--- config.mk ---
export PLATFORM = sky130hd
export DESIGN_NAME = rtc_irq_status
export DESIGN_NICKNAME = d
export VERILOG_FILES = /design/src/rtl/rtc_irq_pkg.sv /design/src/rtl/rtc_irq_flag.sv /design/src/rtl/rtc_irq_req.sv /design/src/rtl/rtc_irq_rdport.sv /design/src/rtl/rtc_irq_status.sv
export SDC_FILE = /design/constraint.sdc
export NUM_CORES = 1
export LEC_CHECK = 0
export ABC_AREA = 1
export BUFFER_PORTS_ARGS = -buffer_cell sky130_fd_sc_hd__buf_4
export CAP_MARGIN = 5
export CORE_AREA = 2 2 39 41
export DETAILED_ROUTE_END_ITERATION = 6
export DIE_AREA = 0 0 41 43
export SLEW_MARGIN = 20
export SYNTH_ARGS = -nofsm -noshare
export SYNTH_HDL_FRONTEND = slang
export SYNTH_SLANG_ARGS = --single-unit
--- constraint.sdc ---
create_clock -name clk -period 1.2 [get_ports clk]
set_input_delay 0 -clock clk [delete_from_list [all_inputs] [get_ports clk]]
set_output_delay 0 -clock clk [all_outputs]
set_load 0.02 [all_outputs]
--- src/rtl/rtc_irq_pkg.sv ---
package rtc_irq_pkg;
  localparam int DATA_W   = 8;
  localparam int N_EVT    = 3;
  localparam int EVT_UPD  = 0;
  localparam int EVT_ALM  = 1;
  localparam int EVT_PER  = 2;
  localparam int REQ_BIT  = DATA_W - 1;
  localparam int FLAG_LSB = REQ_BIT - N_EVT;

  typedef enum logic {
    SEL_STATUS = 1'b0,
    SEL_VALID  = 1'b1
  } sel_e;
endpackage

--- src/rtl/rtc_irq_flag.sv ---
module rtc_irq_flag (
  input  logic clk,
  input  logic rst,
  input  logic evt,
  input  logic clr,
  output logic flag_q
);
  always_ff @(posedge clk) begin
    if (rst)       flag_q <= 1'b0;
    else if (evt)  flag_q <= 1'b1;
    else if (clr)  flag_q <= 1'b0;
  end

  assert_sticky_R1: assert property (@(posedge clk) disable iff (rst)
    (flag_q && !clr) |=> flag_q);
  assert_evt_wins_R6: assert property (@(posedge clk) disable iff (rst)
    evt |=> flag_q);
endmodule

--- src/rtl/rtc_irq_req.sv ---
module rtc_irq_req #(
  parameter int N = 3
) (
  input  logic         clk,
  input  logic         rst,
  input  logic [N-1:0] flags,
  input  logic [N-1:0] enables,
  output logic         req,
  output logic         irq_n
);
  logic [N-1:0] gated;

  generate
    for (genvar g = 0; g < N; g++) begin : g_and
      assign gated[g] = flags[g] & enables[g];
    end
  endgenerate

  assign req = |gated;

  always_ff @(posedge clk) begin
    if (rst) irq_n <= 1'b1;
    else     irq_n <= ~req;
  end

  assert_irq_assert_R4: assert property (@(posedge clk) disable iff (rst)
    req |=> !irq_n);
  assert_irq_release_R10: assert property (@(posedge clk) disable iff (rst)
    !req |=> irq_n);
endmodule

--- src/rtl/rtc_irq_rdport.sv ---
module rtc_irq_rdport
  import rtc_irq_pkg::*;
#(
  parameter int W = DATA_W,
  parameter int N = N_EVT
) (
  input  logic         clk,
  input  logic         rst,
  input  logic         rd_en,
  input  logic         addr,
  input  logic         req,
  input  logic [N-1:0] flags,
  input  logic         bat_ok,
  output logic [W-1:0] rdata
);
  localparam int PAD_W = W - 1 - N;
  logic [W-1:0] status_byte;
  logic [W-1:0] valid_byte;

  assign status_byte = {req, flags, {PAD_W{1'b0}}};
  assign valid_byte  = {bat_ok, {(W-1){1'b0}}};

  always_ff @(posedge clk) begin
    if (rd_en)    rdata <= (sel_e'(addr) == SEL_VALID) ? valid_byte : status_byte;
    else if (rst) rdata <= '0;
  end

  assert_pad_zero_R5: assert property (@(posedge clk) disable iff (rst)
    rdata[PAD_W-1:0] == '0);
  assert_valid_low_R8: assert property (@(posedge clk) disable iff (rst)
    (rd_en && addr) |=> (rdata[W-2:0] == '0));
endmodule

--- src/rtl/rtc_irq_status.sv ---
module rtc_irq_status
  import rtc_irq_pkg::*;
(
  input  logic              clk,
  input  logic              rst,
  input  logic              evt_periodic,
  input  logic              evt_alarm,
  input  logic              evt_update,
  input  logic              en_periodic,
  input  logic              en_alarm,
  input  logic              en_update,
  input  logic              bat_ok,
  input  logic              rd_en,
  input  logic              wr_en,
  input  logic              addr,
  input  logic [DATA_W-1:0] wdata,
  output logic [DATA_W-1:0] rdata,
  output logic              irq_n
);
  logic [N_EVT-1:0] evt_v;
  logic [N_EVT-1:0] en_v;
  logic [N_EVT-1:0] flags;
  logic             clr;
  logic             req;
  logic             unused_wr;

  assign evt_v[EVT_UPD] = evt_update;
  assign evt_v[EVT_ALM] = evt_alarm;
  assign evt_v[EVT_PER] = evt_periodic;
  assign en_v[EVT_UPD]  = en_update;
  assign en_v[EVT_ALM]  = en_alarm;
  assign en_v[EVT_PER]  = en_periodic;

  assign clr       = rd_en && (sel_e'(addr) == SEL_STATUS);
  assign unused_wr = wr_en ^ (^wdata);

  generate
    for (genvar g = 0; g < N_EVT; g++) begin : g_flag
      rtc_irq_flag u_flag (
        .clk    (clk),
        .rst    (rst),
        .evt    (evt_v[g]),
        .clr    (clr),
        .flag_q (flags[g])
      );
    end
  endgenerate

  rtc_irq_req #(.N(N_EVT)) u_req (
    .clk     (clk),
    .rst     (rst),
    .flags   (flags),
    .enables (en_v),
    .req     (req),
    .irq_n   (irq_n)
  );

  rtc_irq_rdport #(.W(DATA_W), .N(N_EVT)) u_rd (
    .clk    (clk),
    .rst    (rst),
    .rd_en  (rd_en),
    .addr   (addr),
    .req    (req),
    .flags  (flags),
    .bat_ok (bat_ok),
    .rdata  (rdata)
  );

  assert_clear_R5: assert property (@(posedge clk) disable iff (rst)
    (clr && !(|evt_v)) |=> (flags == '0));
  assert_rd1_keeps_R11: assert property (@(posedge clk) disable iff (rst)
    (rd_en && addr && !(|evt_v)) |=> $stable(flags));
  assert_rst_clears_R7: assert property (@(posedge clk)
    rst |=> (irq_n && flags == '0));
endmodule

==> results of run 1 <==
cells in the final DEF (no fill, tap or decap):
cell type,instances
inv_1,4
clkbuf_4,3
nor2_1,8
inv_2,1
nand3_1,1
nand2_1,4
buf_4,15
o21ai_0,1
a21oi_1,3
dlygate4sd3_1,4
nand2_4,1
or2_1,1
conb_1,4
edfxtp_1,4
dfxtp_1,4
final cells by class:
| cell class | instances | area [sq um] | area share (%) |
|---|---|---|---|
| inverter | 5 | 18.8 | 3.63 |
| sequential | 8 | 200 | 38.7 |
| multi-input combinational | 23 | 103 | 19.9 |
| clock buffer | 3 | 22.5 | 4.36 |
| timing repair buffer | 19 | 153 | 29.5 |
| tap | 16 | 20.0 | 3.87 |
path summary, 6_finish.rpt:
path,from,to,depth (start not counted)
max,g_flag[2].u_flag.flag_q$_SDFFE_PP0P_,g_flag[2].u_flag.flag_q$_SDFFE_PP0P_,3
min reg2reg,g_flag[1].u_flag.flag_q$_SDFFE_PP0P_,g_flag[1].u_flag.flag_q$_SDFFE_PP0P_,2
max reg2reg,g_flag[2].u_flag.flag_q$_SDFFE_PP0P_,g_flag[2].u_flag.flag_q$_SDFFE_PP0P_,3
min,addr,u_rd.rdata[7]$_SDFFCE_PN0P_,3
cell families after synthesis:
group	share of synthesized area (%)
AND/OR/NAND/NOR	19.9
flip-flops	58.8
buffers and inverters	14.3
AO/OA/AOI/OAI	5.88
other	1.10
metrics by stage:
step | hold WS [ps] | instances | cell area (sq um)
2_1_floorplan | 72.4 | 40 | 352
3_3_place_gp | 204 | 67 | 454
3_5_place_dp | 206 | 67 | 454
4_1_cts | 50.9 | 74 | 517
5_1_grt | 71.8 | 74 | 517
6_report | 57.5 | 74 | 517
power by group through the flow:
| stage | combinational [mW] | clock [mW] | sequential, mW |
|---|---|---|---|
| floorplan | 0.0472 | 0 | 0.337 |
| global placement | 0.104 | 0 | 0.320 |
| detailed placement | 0.105 | 0 | 0.321 |
| CTS | 0.116 | 0.205 | 0.315 |
| global route | 0.126 | 0.223 | 0.318 |
| finish | 0.116 | 0.202 | 0.316 |
cells in the mapped netlist, drive strengths merged:
cell / count / area [sq um]
or2: 1 / 6.26
a21oi: 3 / 15.0
dfxtp: 4 / 80.1
nor2: 8 / 30.0
o21ai: 1 / 5.00
inv: 5 / 18.8
edfxtp: 4 / 120
nand2: 5 / 26.3
buf: 4 / 30.0
nand3: 1 / 5.00
conb: 1 / 3.75
critical path, cell delays in order (launching register included):
cell and delay, ps:
dfxtp_1 320, a21oi_1 140, nor2_1 50, dlygate4sd3_1 540
per-layer routing:
layer | global-route usage, % | vias up
met5 | 0 | -
met4 | 10.0 | 0
met3 | 3.14 | 2
met2 | 12.5 | 13
met1 | 7.47 | 131
li1 | - | 151
flip-flops by register name, indices dropped and copies added (netlist names):
name	flops
u_rd.rdata	4
g_flag.u_flag.flag_q	3
u_req.irq_n	1
==> results.sh, run 1 <==
export IMPL_status="completed"
export IMPL_synthCells=37
export IMPL_dr_wl_met2_microns=337
export IMPL_ys_ff_latch=8
export IMPL_finClkSkew_ps=5.92
export IMPL_drc_errors=0
export IMPL_cp_max_fo=3
export IMPL_intPower_mw=0.478
export IMPL_cap_violations=0
export IMPL_powerDensity_nw_per_um2=1230
export IMPL_clk_pin_slew_ps=60
export IMPL_synth_area_per_cell_sq_um=9.20
export IMPL_top_layer="met4"
export IMPL_yosys_warnings=0
export IMPL_clock_latency_ps=250
export IMPL_n_antenna_cell=0
export IMPL_final_max_slew_viol_count=0
export IMPL_grt_pass1_wl_microns=938
export IMPL_cts_buffers=3
export IMPL_final_nets=80
export IMPL_worst_setup_path_type="flop to flop"
export IMPL_period_share_pct=96.8
export IMPL_critical_path_startpoint_type="flop"
export IMPL_syn2layout_area_growth_pct=51.8
export IMPL_start_util_pct=24.6
export IMPL_routedLengthMet1_microns=200
export IMPL_p_clk_share_pct=31.9
export IMPL_gp_congestion=0.592
export IMPL_ff2ff_setup_slack_ps=40
export IMPL_post_route_util_pct=37.3
export IMPL_first_pass_iters=6
export IMPL_finalPower_mw=0.634
export IMPL_p_comb_share_pct=18.3
export IMPL_cts_resized=0
export IMPL_setup_viol=0
export IMPL_wl_met3_microns=56
export IMPL_portBuffers=15
export IMPL_worstHoldPathType="input pin to flop"
export IMPL_dp_slack_ps=333
export IMPL_grt_pass1_vias=277
export IMPL_layout_drive_gt1_share_pct=34.5
export IMPL_p_leak_nw=0.254
export IMPL_ctsRootBufferMaster="clkbuf_4"
export IMPL_synth_cell_type_count=13
export IMPL_clkSinkCount=8
export IMPL_grt_max_degree=7
export IMPL_yosysSeqAreaShare_pct=58.8
export IMPL_grt_total_usage_pct=8.46
export IMPL_via_per_inst=4.01
export IMPL_rsz0062_at_grt="no"
export IMPL_num_io_pins=29
export IMPL_worst_slack_ps=38.4
export IMPL_drt_initial_drc_count=5
export IMPL_dp_hpwl_microns=467
export IMPL_dieWidth_microns=41
export IMPL_post_cts_buffers=0
export IMPL_num_fill_cells=144
export IMPL_rows=14
export IMPL_h_tree_depth=1
export IMPL_ant_nets=0
export IMPL_fin_tns_setup_ps=0
export IMPL_p_sw_mw=0.156
export IMPL_ir_drop_uv=383
export IMPL_drt_wl_total_microns=612
export IMPL_die_y_microns=43
export IMPL_swShare_pct=24.5
export IMPL_dieArea_sq_um=1760
export IMPL_fin_crit_ps=1160
export IMPL_vias=297
export IMPL_core_sq_um=1380
export IMPL_grt_ovfl_total=0
export IMPL_clockBufferDepth=2
export IMPL_crit_required_ps=1340
export IMPL_post_drt_wl_per_cell_microns=8.27
export IMPL_p_seq_share_pct=49.8
export IMPL_fmax_ghz=0.861
export IMPL_worstSetupEndpointType="flop"
export IMPL_cts_hold_buf=4
export IMPL_syn_area_sq_um=340
export IMPL_final_hold_viol_count=0
export IMPL_antenna_found_initial=0
export IMPL_cts_tree="done"
export IMPL_crit_arrival_ps=1300
No activity file was read; power rests on OpenSTA's default activity.
==> run 2, diff against run 1 <==
--- a/config.mk
+++ b/config.mk
@@ -6,12 +6,13 @@
 export NUM_CORES = 1
 export LEC_CHECK = 0
 export ABC_AREA = 1
-export BUFFER_PORTS_ARGS = -buffer_cell sky130_fd_sc_hd__buf_4
 export CAP_MARGIN = 5
 export CORE_AREA = 2 2 39 41
+export CTS_BUF_LIST = sky130_fd_sc_hd__clkbuf_16
 export DETAILED_ROUTE_END_ITERATION = 6
 export DIE_AREA = 0 0 41 43
-export SLEW_MARGIN = 20
+export DONT_BUFFER_PORTS = 1
+export SLEW_MARGIN = 25
 export SYNTH_ARGS = -nofsm -noshare
 export SYNTH_HDL_FRONTEND = slang
 export SYNTH_SLANG_ARGS = --single-unit
==> run 2 against run 1 <==
  * Die area did not move
  * Non-clock buffer count fell by 13
  * Design area fell by 7.0%
  * Clock skew fell by 5.1 ps
  * Total power rose by 51%
  * Critical path depth rose by 1
  * Sequential share of layout area rose by 2.9 points
  * Sequential power rose by 6%
  * Via count fell by 17%
  * Final cell count fell by 18%
  * Worst setup slack improved by 300 ps
  * Critical path type unchanged
  * Critical endpoint is now u_rd.rdata[7]$_SDFFCE_PN0P_
  * Largest power group is now clock
==> results.sh, run 2 (synthesis gave the netlist of run 1 again) <==
export IMPL_final_common_cell="nor2_1"
export IMPL_post_cts_buffers=0
export IMPL_intPower_mw=0.766
export IMPL_worst_setup_path_type="flop to flop"
export IMPL_cts_tree="done"
export IMPL_worst_slack_ps=336
export IMPL_drt_wl_total_microns=615
export IMPL_min_path_cells=3
export IMPL_portBuffers=0
export IMPL_p_sw_mw=0.190
export IMPL_n_antenna_cell=0
export IMPL_drt_initial_drc_count=4
export IMPL_p_seq_share_pct=35.0
export IMPL_gp_congestion=0.616
export IMPL_regMostFlops="u_rd.rdata"
export IMPL_largest_reg_flops=4
export IMPL_grt_total_usage_pct=9.73
export IMPL_core_sq_um=1380
export IMPL_clock_latency_ps=230
export IMPL_powerDensity_nw_per_um2=1990
export IMPL_num_io_pins=29
export IMPL_reg_top3="u_rd.rdata (4), g_flag.u_flag.flag_q (3), u_req.irq_n (1)"
export IMPL_p_leak_nw=0.212
export IMPL_grt_pass1_vias=262
export IMPL_post_drt_wl_per_cell_microns=10.1
export IMPL_worstSetupEndpointType="flop"
export IMPL_final_max_slew_viol_count=0
export IMPL_die_y_microns=43
export IMPL_period_share_pct=72.0
export IMPL_crit_chain="nand2_1, nand3_1, nor2_1, nor2_1"
export IMPL_via_per_inst=4.03
export IMPL_cap_violations=0
export IMPL_crit_path_top_delay_cell="dfxtp_1"
export IMPL_fin_tns_setup_ps=0
export IMPL_slowest_delay_ps=320
export IMPL_ir_drop_uv=395
export IMPL_worstHoldPathType="input pin to flop"
export IMPL_h_tree_depth=1
export IMPL_final_nets=67
export IMPL_dieArea_sq_um=1760
export IMPL_grt_pass1_wl_mm=1.02
export IMPL_fmax_ghz=1.16
export IMPL_antenna_found_initial=0
export IMPL_dieWidth_microns=41
export IMPL_cts_buffers=3
export IMPL_grt_max_degree=7
export IMPL_fin_crit_ps=864
export IMPL_status="completed"
export IMPL_final_hold_viol_count=0
export IMPL_setup_viol=0
export IMPL_crit_arrival_ps=850
export IMPL_rows=14
export IMPL_swShare_pct=19.9
export IMPL_vias=246
export IMPL_critical_path_startpoint_type="flop"
export IMPL_layout_common_cells="nor2_1 (8), dlygate4sd3_1 (6)"
export IMPL_dp_slack_ps=340
export IMPL_finClkSkew_ps=0.852
export IMPL_ant_nets=0
export IMPL_reg2reg_depth=4
export IMPL_drc_errors=0
export IMPL_layout_drive_gt1_share_pct=13.3
export IMPL_start_util_pct=24.6
export IMPL_dp_hpwl_microns=426
export IMPL_crit_top_cell="nor2_1"
export IMPL_clockBufferDepth=2
export IMPL_p_comb_share_pct=6.3
export IMPL_first_pass_iters=4
export IMPL_ctsRootBufferMaster="clkbuf_16"
export IMPL_syn2layout_area_growth_pct=41.2
export IMPL_crit_required_ps=1180
export IMPL_rsz0062_at_grt="no"
export IMPL_p_clk_share_pct=58.7
export IMPL_grt_ovfl_total=0
export IMPL_clkSinkCount=8
export IMPL_cp_max_fo=3
export IMPL_clk_pin_slew_ps=40
## run 2: changes by cell type in the layout (fill, tap and decap cells not counted), sizes merged
| cell | change |
|---|---|
| buf | -15 |
| dlygate4sd3 | +2 |
## run 2: path summary, 6_finish.rpt
check                                            start                              endpoint  slack [ps]
setup / recovery  g_flag[0].u_flag.flag_q$_SDFFE_PP0P_           u_rd.rdata[7]$_SDFFCE_PN0P_         340
setup reg to reg  g_flag[0].u_flag.flag_q$_SDFFE_PP0P_           u_rd.rdata[7]$_SDFFCE_PN0P_         340
hold / removal                                   rd_en  g_flag[0].u_flag.flag_q$_SDFFE_PP0P_           2
hold reg to reg   g_flag[1].u_flag.flag_q$_SDFFE_PP0P_  g_flag[1].u_flag.flag_q$_SDFFE_PP0P_         510
## run 2: layout make-up
type / instances / area [sq um]
clock buffers: 3 / 75.1
fillers: 139 / 903
inverters: 5 / 18.8
multi-input cells: 23 / 106
flip-flops and latches: 8 / 200
well taps: 16 / 20.0
repair buffers: 6 / 60.1
## run 2: worst max-delay path: cells and delay by family (launching register included)
kind / cells / cell delay (ps)
flip-flops: 1 / 320
AND/OR/NAND/NOR: 4 / 300
## run 2: timing repair
| action | CTS | global route |
|---|---|---|
| resized for setup | 0 | 1 |
| hold buffers | 6 | 1 |
| endpoints found under the hold margin | 5 | 1 |
| setup endpoints to repair | 0 | 1 |
## run 2: stage by stage
stage | utilization, % | power (mW) | hold WS (ps) | instances | cell area [sq um]
after floorplan | - | 0.384 | 72.4 | 40 | 352
after global placement | 24.7 | 0.379 | 73.3 | 52 | 342
after detailed placement | 24.7 | 0.380 | 75.9 | 52 | 342
after CTS | 34.4 | 0.966 | 6.57 | 61 | 477
after global routing | 34.7 | 0.993 | 37.8 | 61 | 480
final | 34.7 | 0.956 | 2.47 | 61 | 480
## run 2: power by group through the flow
stage	sequential [mW]	clock, mW	combinational (mW)
final	0.334	0.561	0.0599
after global routing	0.337	0.586	0.0695
after CTS	0.334	0.572	0.0596
after detailed placement	0.339	0	0.0414
after global placement	0.338	0	0.0408
after floorplan	0.337	0	0.0472
## run 2: layer usage
metal	GRT usage (%)	up-vias	part of all wire, %
li1	-	123	-
met1	8.33	104	31
met2	13.4	14	52
met3	3.66	5	8.0
met4	14.0	0	8.3
met5	0	-	0
